`src/rtl/rgbck_pkg.sv`:
```
package rgbck_pkg;

    localparam int unsigned CH_BITS = 8;
    localparam int unsigned CH_COUNT = 3;

    typedef enum logic [1:0] {
        MODE_PASS   = 2'b00,
        MODE_INSERT = 2'b01,
        MODE_CHECK  = 2'b10,
        MODE_SPARE  = 2'b11
    } csum_mode_e;

    typedef struct packed {
        logic insert;
        logic check;
    } mode_ctl_t;

    function automatic mode_ctl_t decode_mode(input csum_mode_e m);
        mode_ctl_t r;
        r.insert = (m == MODE_INSERT);
        r.check  = (m == MODE_CHECK);
        return r;
    endfunction

endpackage

```
`src/rtl/rgbck_de_edge.sv`:
```
module rgbck_de_edge (
    input  logic clk,
    input  logic rst,
    input  logic de,
    output logic rise,
    output logic fall
);
    logic de_q;

    always_ff @(posedge clk) begin
        if (rst) de_q <= 1'b0;
        else     de_q <= de;
    end

    assign rise = de & ~de_q;
    assign fall = ~de & de_q;
endmodule

```
`src/rtl/rgbck_chan_acc.sv`:
```
module rgbck_chan_acc #(
    parameter int unsigned W = 8
) (
    input  logic         clk,
    input  logic         rst,
    input  logic         pix_en,
    input  logic         restart,
    input  logic [W-1:0] pix,
    input  logic [W-1:0] rx,
    output logic [W-1:0] sum,
    output logic         rx_ok
);
    logic [W-1:0] acc;
    logic [W:0]   raw_pix;
    logic [W:0]   raw_rx;
    logic [W-1:0] next_acc;
    logic [W-1:0] rx_total;

    // end-around carry: carry out of the top bit re-enters at bit 0
    assign raw_pix  = {1'b0, acc} + {1'b0, pix};
    assign next_acc = raw_pix[W-1:0] + {{(W-1){1'b0}}, raw_pix[W]};

    assign raw_rx   = {1'b0, acc} + {1'b0, rx};
    assign rx_total = raw_rx[W-1:0] + {{(W-1){1'b0}}, raw_rx[W]};
    assign rx_ok    = &rx_total;

    always_ff @(posedge clk) begin
        if (rst) begin
            acc <= '0;
        end else if (pix_en) begin
            acc <= restart ? pix : next_acc;
        end
    end

    assign sum = acc;
endmodule

```
`src/rtl/rgbck_line_csum.sv`:
```
module rgbck_line_csum
    import rgbck_pkg::*;
#(
    parameter int unsigned CH_W = CH_BITS,
    parameter int unsigned N_CH = CH_COUNT
) (
    input  logic                   clk,
    input  logic                   rst,
    input  logic [1:0]             cfg_mode,
    input  logic                   in_de,
    input  logic [N_CH*CH_W-1:0]   in_rgb,
    output logic                   out_de,
    output logic [N_CH*CH_W-1:0]   out_rgb,
    output logic                   out_csum_vld,
    output logic [N_CH-1:0]        err_flags
);
    localparam int unsigned PIX_W = N_CH * CH_W;

    mode_ctl_t           ctl;
    logic                line_start;
    logic                line_end;
    logic [PIX_W-1:0]    csum_word;
    logic [N_CH-1:0]     chan_ok;
    logic                do_insert;
    logic                do_check;

    assign ctl       = decode_mode(csum_mode_e'(cfg_mode));
    assign do_insert = line_end & ctl.insert;
    assign do_check  = line_end & ctl.check;

    rgbck_de_edge u_edge (
        .clk  (clk),
        .rst  (rst),
        .de   (in_de),
        .rise (line_start),
        .fall (line_end)
    );

    for (genvar c = 0; c < N_CH; c++) begin : g_chan
        logic [CH_W-1:0] chan_sum;

        rgbck_chan_acc #(.W(CH_W)) u_acc (
            .clk     (clk),
            .rst     (rst),
            .pix_en  (in_de),
            .restart (line_start),
            .pix     (in_rgb[c*CH_W +: CH_W]),
            .rx      (in_rgb[c*CH_W +: CH_W]),
            .sum     (chan_sum),
            .rx_ok   (chan_ok[c])
        );

        assign csum_word[c*CH_W +: CH_W] = ~chan_sum;
    end

    always_ff @(posedge clk) begin
        if (rst) begin
            out_de       <= 1'b0;
            out_rgb      <= '0;
            out_csum_vld <= 1'b0;
            err_flags    <= '0;
        end else begin
            out_de       <= in_de;
            out_rgb      <= do_insert ? csum_word : in_rgb;
            out_csum_vld <= do_insert;
            err_flags    <= do_check ? ~chan_ok : '0;
        end
    end
endmodule

```
`config.mk`:
```
export PLATFORM = sky130hd
export DESIGN_NAME = rgbck_line_csum
export DESIGN_NICKNAME = d
export VERILOG_FILES = /design/src/rtl/rgbck_pkg.sv /design/src/rtl/rgbck_de_edge.sv /design/src/rtl/rgbck_chan_acc.sv /design/src/rtl/rgbck_line_csum.sv
export SDC_FILE = /design/constraint.sdc
export NUM_CORES = 1
export LEC_CHECK = 0
export BUFFER_PORTS_ARGS = -buffer_cell sky130_fd_sc_hd__buf_2
export CORE_MARGIN = 2
export CORE_UTILIZATION = 45
export CTS_BUF_LIST = sky130_fd_sc_hd__clkbuf_4 sky130_fd_sc_hd__clkbuf_8 sky130_fd_sc_hd__clkbuf_16
export DETAILED_ROUTE_END_ITERATION = 16
export GPL_TIMING_DRIVEN = 0
export PLACE_DENSITY = 0.64
export SYNTH_ARGS = -nofsm -noshare
export SYNTH_HDL_FRONTEND = slang
export SYNTH_SLANG_ARGS = --single-unit
export TNS_END_PERCENT = 1
```
`constraint.sdc`:
```
create_clock -name clk -period 5.3 [get_ports clk]
set_clock_uncertainty 0.05 [all_clocks]
set_input_delay 1.06 -clock clk [delete_from_list [all_inputs] [get_ports clk]]
set_output_delay 1.06 -clock clk [all_outputs]
set_load 0.01 [all_outputs]
```
==> results.txt, run 1 <==
- Tot Pwr: 1.061 mW
- TritonCTS built the clock tree.
* Critical path, cell by cell: buf_2 -> ha_1 -> fa_1 -> a211oi_1 -> o21bai_1 -> a21oi_1 -> nor2b_1 -> o21ai_0 -> nand2b_1 -> ha_1 -> ha_1 -> xor2_1 -> nand3_1 -> or4_1 -> o21ba_1
- Maximum net fanout on the critical path: 3
- Cell Pwr Density: 270.1 nW/um^2
* Final core utilization: 53.86%
- Critical path required time: 5.47 ns
* Number of nets with antenna violations after detailed routing: 0
* Grt total ovfl: 0
- Clock insertion delay at the later pin of the skew report: 0.31 ns
- The startpoint identified for the worst register-to-register timing path is g_chan[2].u_acc.sum[0].
- The worst hold path begins at g_chan[2].u_acc.sum[2].
- The setup path with the least slack is of type input port to flip-flop.
- The first routing iteration left 153 violations.
- Share of layout cells above drive strength 1: 14.88%
- Final routed wire length divided by cell count: 15.12 um
- After layout, the worst path uses 73.80% of the clock period.
* Via count of the first global-routing pass: 3011
- The worst hold path was traced through 2 stages.
- Die W: 91.03 um
- Final hold violations: 0
- The path with the worst hold slack has its endpoint at g_chan[2].u_acc.sum[2].
- Average cell area after synthesis: 8.233 sq um
* Total negative setup slack: 0 ns
- Setup violations remaining at the end of the flow were counted as 0.
* Layout Area Growth over Synthesis: 15.24%
* Maximum number of buffers from clock root to sink: 2
- WP data arrival: 4.08 ns
- Launching instance or port of the critical path: in_rgb[16]
- Together, buffers and inverters on the worst path number 1.
- The multi-input combinational cells in the finished layout cover a total of 2253 sq um.
- Actual slew at the worst max-slew pin: 0.8297 ns
- Worst hold path type: flip-flop to flip-flop
- DPL Wire Length: 6579 um
* Yosys top cell by area: sky130_fd_sc_hd__dfxtp_1
* Number of violations of the max-capacitance limit: 0
- Unrepaired setup endpoints after global routing: no
* Number of buffers inserted by post-CTS setup repair: 0
- In this run the static leakage power is 1.830 nW.
* Number of distinct library cells after synthesis: 43
- After detailed placement, the design holds a cell count of 568.
- The synthesized design contains 0 enable-type register cells.
- The number of max-slew violations in the final report is 0.
- The clock period could shrink to 3.911 ns.
- The final layout contains routed wiring with a total length of 8707 um.
- Run status: finished, final reports clean
- In this run the vertical extent of the chip is 91.03 um.
* Number of I/O pins: 58
- Counting cells, the worst reg-to-reg path comes to 14.
* Cell family with the largest share of critical-path delay: adder cells
- In the routed layout, each cell is associated on average with a via count of 5.415.
- Across every metal layer, demand over resource in global routing totals 21.45%.
- The cell that appears most often on the critical path is sky130_fd_sc_hd__ha_1.
* Net total in the final layout: 541
* Total iterations of the first detailed-routing run: 4
* Number of antenna diodes: 0
- The initial utilization of the core area, before any placement, comes to 46.74%.
* Number of antenna violations at the first check in global routing: 0
- For this run, the leading register cell type out of synthesis is sky130_fd_sc_hd__dfxtp_1.
- By area the synthesized netlist is led by sky130_fd_sc_hd__dfxtp_1 31%, sky130_fd_sc_hd__ha_1 12%, sky130_fd_sc_hd__nor2_1 9.8%.
- The worst setup path is launched from an input port.
- Hold_ws: 0.4655 ns
- Register-to-Register Setup Slack: 1.92 ns
* Synthesized instance count: 414
- For this run, the number of standard cells in the final layout without fillers is 576.
* Pin count of the biggest net entering global routing: 17
- Number of buffers created by CTS: 5
- Flip-flop and latch count after synthesis: 53
* Number of sinks handled by clock tree synthesis: 53
- DRC errors left: 0
* Footprint of the flip-flops and latches: 1061 sq um
* Reg-to-Reg End: err_flags[2]
- Synthesis produced a netlist with a net count of 479.
* # H-tree levels: 2
- For this run, the number of Yosys warnings is 0.
* Standard-cell row count: 31
- RD Place Congestion: 0.8848
- In this run the cell area of the synthesized design comes to 3408 sq um.
- CTS placed an instance of sky130_fd_sc_hd__clkbuf_8 at the clock tree root.
- Relative slew slack: 44.69%
* Count of port buffers added during placement: 55
- Derived from the worst setup path, the maximum achievable clock frequency is 255.7 MHz.
- Crit-path max cell delay: 0.43 ns
* Async set-reset flop share out of synthesis: 0%
- Summing the sequential cell areas from Yosys gives 31.13% of the chip area.
- Critical Path Sink Type: flip-flop
* Layout filler cell count: 741
- Detailed-route via count: 3119
- CTS hold repair buffers: 0
- The slowest stage of the critical path is the sky130_fd_sc_hd__fa_1 cell.
- Clock-pin slew was measured on the worst setup and hold paths at 0.11 ns.
- Post-CTS repair changed the size of 0 cells.
- After synthesis, the largest area contributor takes up 31.13% of total cell area.
* Die Outline Area: 8286 sq um
- Across the VDD grid, the largest voltage drop is 0.1271 mV.
- The first global-routing pass estimated 14320 um of wire.
- Placeable core region: 7292 sq um
==> synthesized netlist by cell type (7+ instances only) <==
cell type                  instances
sky130_fd_sc_hd__nor2_1           89
sky130_fd_sc_hd__dfxtp_1          53
sky130_fd_sc_hd__a21oi_1          43
sky130_fd_sc_hd__ha_1             33
sky130_fd_sc_hd__xnor2_1          18
sky130_fd_sc_hd__clkbuf_1         15
sky130_fd_sc_hd__nand3_1          15
sky130_fd_sc_hd__o21ai_0          15
sky130_fd_sc_hd__xor2_1           15
sky130_fd_sc_hd__a211oi_1         12
sky130_fd_sc_hd__nand2b_1         12
sky130_fd_sc_hd__mux2i_1          11
sky130_fd_sc_hd__a31oi_1           8
sky130_fd_sc_hd__and3_1            7
==> registers in the layout, summed over array words and instances, names as in the netlist <==
name,cells
out_de,1
out_csum_vld,1
out_rgb,24
err_flags,3
g_chan.u_acc.sum,24
==> placed cells by master (no fill, tap or decap), types with 6 or more instances in the layout <==
master | Yosys | final
sky130_fd_sc_hd__nor2_1 | 89 | 89
sky130_fd_sc_hd__buf_2 | 0 | 55
sky130_fd_sc_hd__dfxtp_1 | 53 | 53
sky130_fd_sc_hd__a21oi_1 | 43 | 43
sky130_fd_sc_hd__ha_1 | 33 | 33
sky130_fd_sc_hd__xnor2_1 | 18 | 18
sky130_fd_sc_hd__o21ai_0 | 15 | 15
sky130_fd_sc_hd__clkbuf_1 | 15 | 15
sky130_fd_sc_hd__nand3_1 | 15 | 15
sky130_fd_sc_hd__xor2_1 | 15 | 15
sky130_fd_sc_hd__a211oi_1 | 12 | 12
sky130_fd_sc_hd__nand2b_1 | 12 | 12
sky130_fd_sc_hd__mux2i_1 | 11 | 11
sky130_fd_sc_hd__a31oi_1 | 8 | 8
sky130_fd_sc_hd__and3_1 | 7 | 7
sky130_fd_sc_hd__inv_1 | 6 | 6
sky130_fd_sc_hd__a21o_1 | 6 | 6
sky130_fd_sc_hd__nor3b_1 | 6 | 6
sky130_fd_sc_hd__clkbuf_8 | 0 | 6
==> worst max-delay path by stage <==
stage | to | slack [ns] | cells after the start
6_report | err_flags[2] | 1.39 | 15
3_5_place_dp | err_flags[2] | 1.04 | 15
2_1_floorplan | err_flags[2] | 1.50 | 14
4_1_cts | err_flags[2] | 1.36 | 15
5_1_grt | err_flags[2] | 1.16 | 15
3_3_place_gp | err_flags[2] | 1.06 | 15
==> stage by stage <==
stage | cell area, sq um | setup slack [ns]
global route | 3928 | 1.162
finish | 3928 | 1.389
detailed placement | 3807 | 1.045
floorplan | 3408 | 1.502
CTS | 3928 | 1.363
global placement | 3807 | 1.065
==> logic make-up after synthesis <==
kind of cell / after synthesis / synth area share [%]
multiplexers: 11 / 3.231
XOR/XNOR: 35 / 9.435
AND/OR/NAND/NOR: 149 / 20.52
buffers and inverters: 25 / 2.753
adder cells (fa/ha/maj): 36 / 13.88
AO/OA/AOI/OAI: 105 / 19.05
flip-flops: 53 / 31.13
==> power breakdown <==
group	leakage [nW]	switching [mW]	total [mW]	internal, mW
combinational	1.33	0.186	0.322	0.136
clock	0.0574	0.144	0.297	0.154
sequential	0.439	0.0163	0.441	0.425
total	1.83	0.346	1.06	0.715
==> area by class of cell <==
class	instances	share of cell area, %
Buffer	17	1.625
Timing Repair Buffer	55	7.009
Clock inverter	2	0.9557
Sequential cell	53	27.02
Inverter	8	0.7646
Clock buffer	6	2.103
Multi-Input combinational cell	336	57.37
Tap cell	99	3.154
==> worst min-delay path: stages, from the launching register on <==
cell and delay (ns):
sky130_fd_sc_hd__dfxtp_1 0.34, sky130_fd_sc_hd__nor2_1 0.09, sky130_fd_sc_hd__a211oi_1 0.05
==> layer usage <==
layer	vias up	share of wire [%]	track usage [%]
met1	1449	46	27.32
met2	72	48	36.05
met5	-	0	0
met3	14	3.7	3.983
met4	0	1.8	7.955
li1	1584	-	-
Note: power is estimated with default switching activity, not from simulation.
==> run 2, diff against run 1 <==
Clock period 5.3 ns to 3.7 ns, I/O delays scaled along.
==> run 2 against run 1 <==
Net effect:
- global-route usage unchanged
- clock-buffer cell count unchanged
- critical path depth stayed put
- final area grew 0.35%
- critical path type unchanged
- critical endpoint unchanged
- largest cell class unchanged
- highest routed layer unchanged
==> results.txt, run 2 (synthesis results as in run 1) <==
* Hold path start: g_chan[2].u_acc.sum[0]
- Layout Area Growth over Synthesis: 15.64%
* Least setup slack across all paths after layout: 0.1608 ns
- The first routing iteration left 167 violations.
- Summed over all nets, the half-perimeter wirelength after detailed placement is 6579 um.
- Count of port buffers added during placement: 55
* Highest-count cells in the layout ignoring fill and taps: 89 x sky130_fd_sc_hd__nor2_1, 55 x sky130_fd_sc_hd__buf_2, 53 x sky130_fd_sc_hd__dfxtp_1, 42 x sky130_fd_sc_hd__a21oi_1, 33 x sky130_fd_sc_hd__ha_1
* Standard-cell row count: 31
* Net total in the final layout: 542
- The largest single stage delay on the critical path is 0.43 ns.
- Launching instance or port of the critical path: in_rgb[16]
- The worst register-to-register path begins at g_chan[2].u_acc.sum[0].
- The routed design has 8782 um of wire.
* Starting density of the core: 46.74%
- The clock passes through at most 2 buffers.
- Number of gates on the worst path with buffers counted: 15
- Prior to clock tree synthesis, the placed netlist has a worst setup slack of -0.2352 ns.
- The initial antenna violation count was 0.
* Critical Path Sink Type: flip-flop
- GRT Resource Usage Total: 21.45%
- The count of nets left with antenna violations once routing finished came out at 0.
- Across the VDD grid, the largest voltage drop is 0.1831 mV.
- In the final routed layout, each cell accounts on average for 15.22 um.
* Via count of the first global-routing pass: 3011
* Layout filler cell count: 737
- Measured against its own limit, the worst slew margin works out to 44.72%.
* Tot Pwr: 1.526 mW
- STA puts the critical path data required time at 3.87 ns.
* Most common cell after layout, fill and taps aside: sky130_fd_sc_hd__nor2_1
- First-pass GRT wire length: 14320 um
- The die is 91.03 um tall.
* Setup Viol. Count Final: 0
* DP Cell Count: 568
- Number of buffers created by CTS: 5
* Max Fclk: 282.5 MHz
- The slowest stage of the critical path belongs to the cell sky130_fd_sc_hd__or4_1.
* Crit-path most repeated cell: sky130_fd_sc_hd__ha_1
- Reg-to-Reg End: err_flags[2]
- DRC errors left: 0
- Run status: finished, final reports clean
- At the pin with the least slew margin, the transition time is 0.8293 ns.
* Clock period minus final worst setup slack: 3.539 ns
* Static leakage: 1.834 nW
- RD Place Congestion: 0.8848
- Max layer used: met4
- In this run the count of I/O pins placed on the die edge is 58.
- Cell family with the largest share of critical-path delay: adder cells
* CTS tree: done
* Worst setup path endpoint: err_flags[2]
- The number of buffers and inverters on the critical path is 1.
- The critical path goes through buf_2 -> ha_1 -> fa_2 -> a211oi_1 -> o21bai_1 -> a21oi_2 -> nor2b_1 -> o21ai_0 -> nand2b_1 -> ha_1 -> ha_1 -> xor2_1 -> nand3_1 -> or4_1 -> o21ba_1.
* Ratio of final minimum period to clock period: 95.65%
* Met1 Wirelength: 4017 um
* Pin count of the biggest net entering global routing: 17
- Share of layout cells above drive strength 1: 15.48%
- Summed over all layers, the global routing overflow is 0.
* Cell Pwr Density: 387.3 nW/um^2
* Metal3 WL: 402 um
- Placeable core region: 7292 sq um
* Register-to-Register Setup Slack: 0.37 ns
- Along the worst path, the maximum fanout reaches 3.
- After clock tree synthesis, the clock-pin slew on the worst setup and hold paths is 0.11 ns.
* Detailed-routed wire length on met2: 4222 um
- From left edge to right edge, the die measures 91.03 um.
* Max-slew violation total from the final report: 0
* Number of antenna diodes: 0
- Measured in cells, the most critical reg-to-reg path has a length of 14.
* Startpoint type of the worst setup path: input port
- The die covers 8286 sq um.
- Path type of the worst setup path: input port to flip-flop
- After the flow finishes, the layout carries non-filler instances totaling 577.
- The final route contains 3131 vias.
* # H-tree levels: 2
- The first detailed-routing pass ran for 4 iterations.
- Clock insertion delay at the later pin of the skew report: 0.31 ns
- WP data arrival: 3.71 ns
- CTS saw 53 sinks.
- The tool flagged a number of max-cap violations equal to 0.
- Dividing the detail-routed via count by the number of cells gives 5.426.
- Final hold violations: 0
- Worst hold path type: flip-flop to flip-flop
* Library cell used as clock root buffer: sky130_fd_sc_hd__clkbuf_8
run 2: metal layers:
layer / GRT usage [%] / up-vias
met4: 7.955 / 0
met5: 0 / -
met3: 3.983 / 11
li1: - / 1586
met2: 36.05 / 70
met1: 27.32 / 1464
run 2: timing repair:
item,CTS,global route
endpoints found under the hold margin,0,0
hold buffers,0,0
setup endpoints to repair,0,1
buffers inserted,0,1
gates resized for setup,0,2
run 2: tightest hold or removal path: cells and delay by family (launching register included):
family          cells  cell delay (ns)
simple gates        1             0.09
flops               1             0.34
compound gates      1             0.05
run 2: worst min path at each step:
stage	slack (ns)	end	cells past startpoint
finish	0.47	g_chan[2].u_acc.sum[0]	2
global route	0.49	g_chan[2].u_acc.sum[2]	2
CTS	0.46	g_chan[2].u_acc.sum[0]	2
detailed placement	0.45	g_chan[2].u_acc.sum[0]	2
global placement	0.44	g_chan[0].u_acc.sum[0]	2
floorplan	0.42	g_chan[0].u_acc.sum[4]	2
run 2: report_power, final:
part           switching [mW]  total (mW)  internal [mW]  leakage, nW
Combinational           0.269       0.468          0.199         1.34
Sequential             0.0231       0.632          0.609        0.439
Clock                   0.206       0.426          0.220       0.0574
run 2: per-stage QoR:
step                utilization, %  instance area (sq um)  setup TNS [ns]  hold slack, ns
detailed placement           52.21                   3807         -0.2447          0.4494
finish                       54.05                   3941               0          0.4653
floorplan                        -                   3408               0          0.4165
global placement             52.21                   3807         -0.2228          0.4442
global route                 54.05                   3941       -0.008905          0.4926
CTS                          53.86                   3928               0          0.4631
run 2: area by class of cell:
cell class / instances / area, sq um / share of cell area (%)
Tap cell: 99 / 123.9 / 3.143
Inverter: 8 / 30.03 / 0.7619
Timing Repair Buffer: 56 / 282.8 / 7.175
Multi-Input combinational cell: 336 / 2260 / 57.33
Sequential cell: 53 / 1061 / 26.92
Clock inverter: 2 / 37.54 / 0.9524
Clock buffer: 6 / 82.58 / 2.095
Buffer: 17 / 63.81 / 1.619
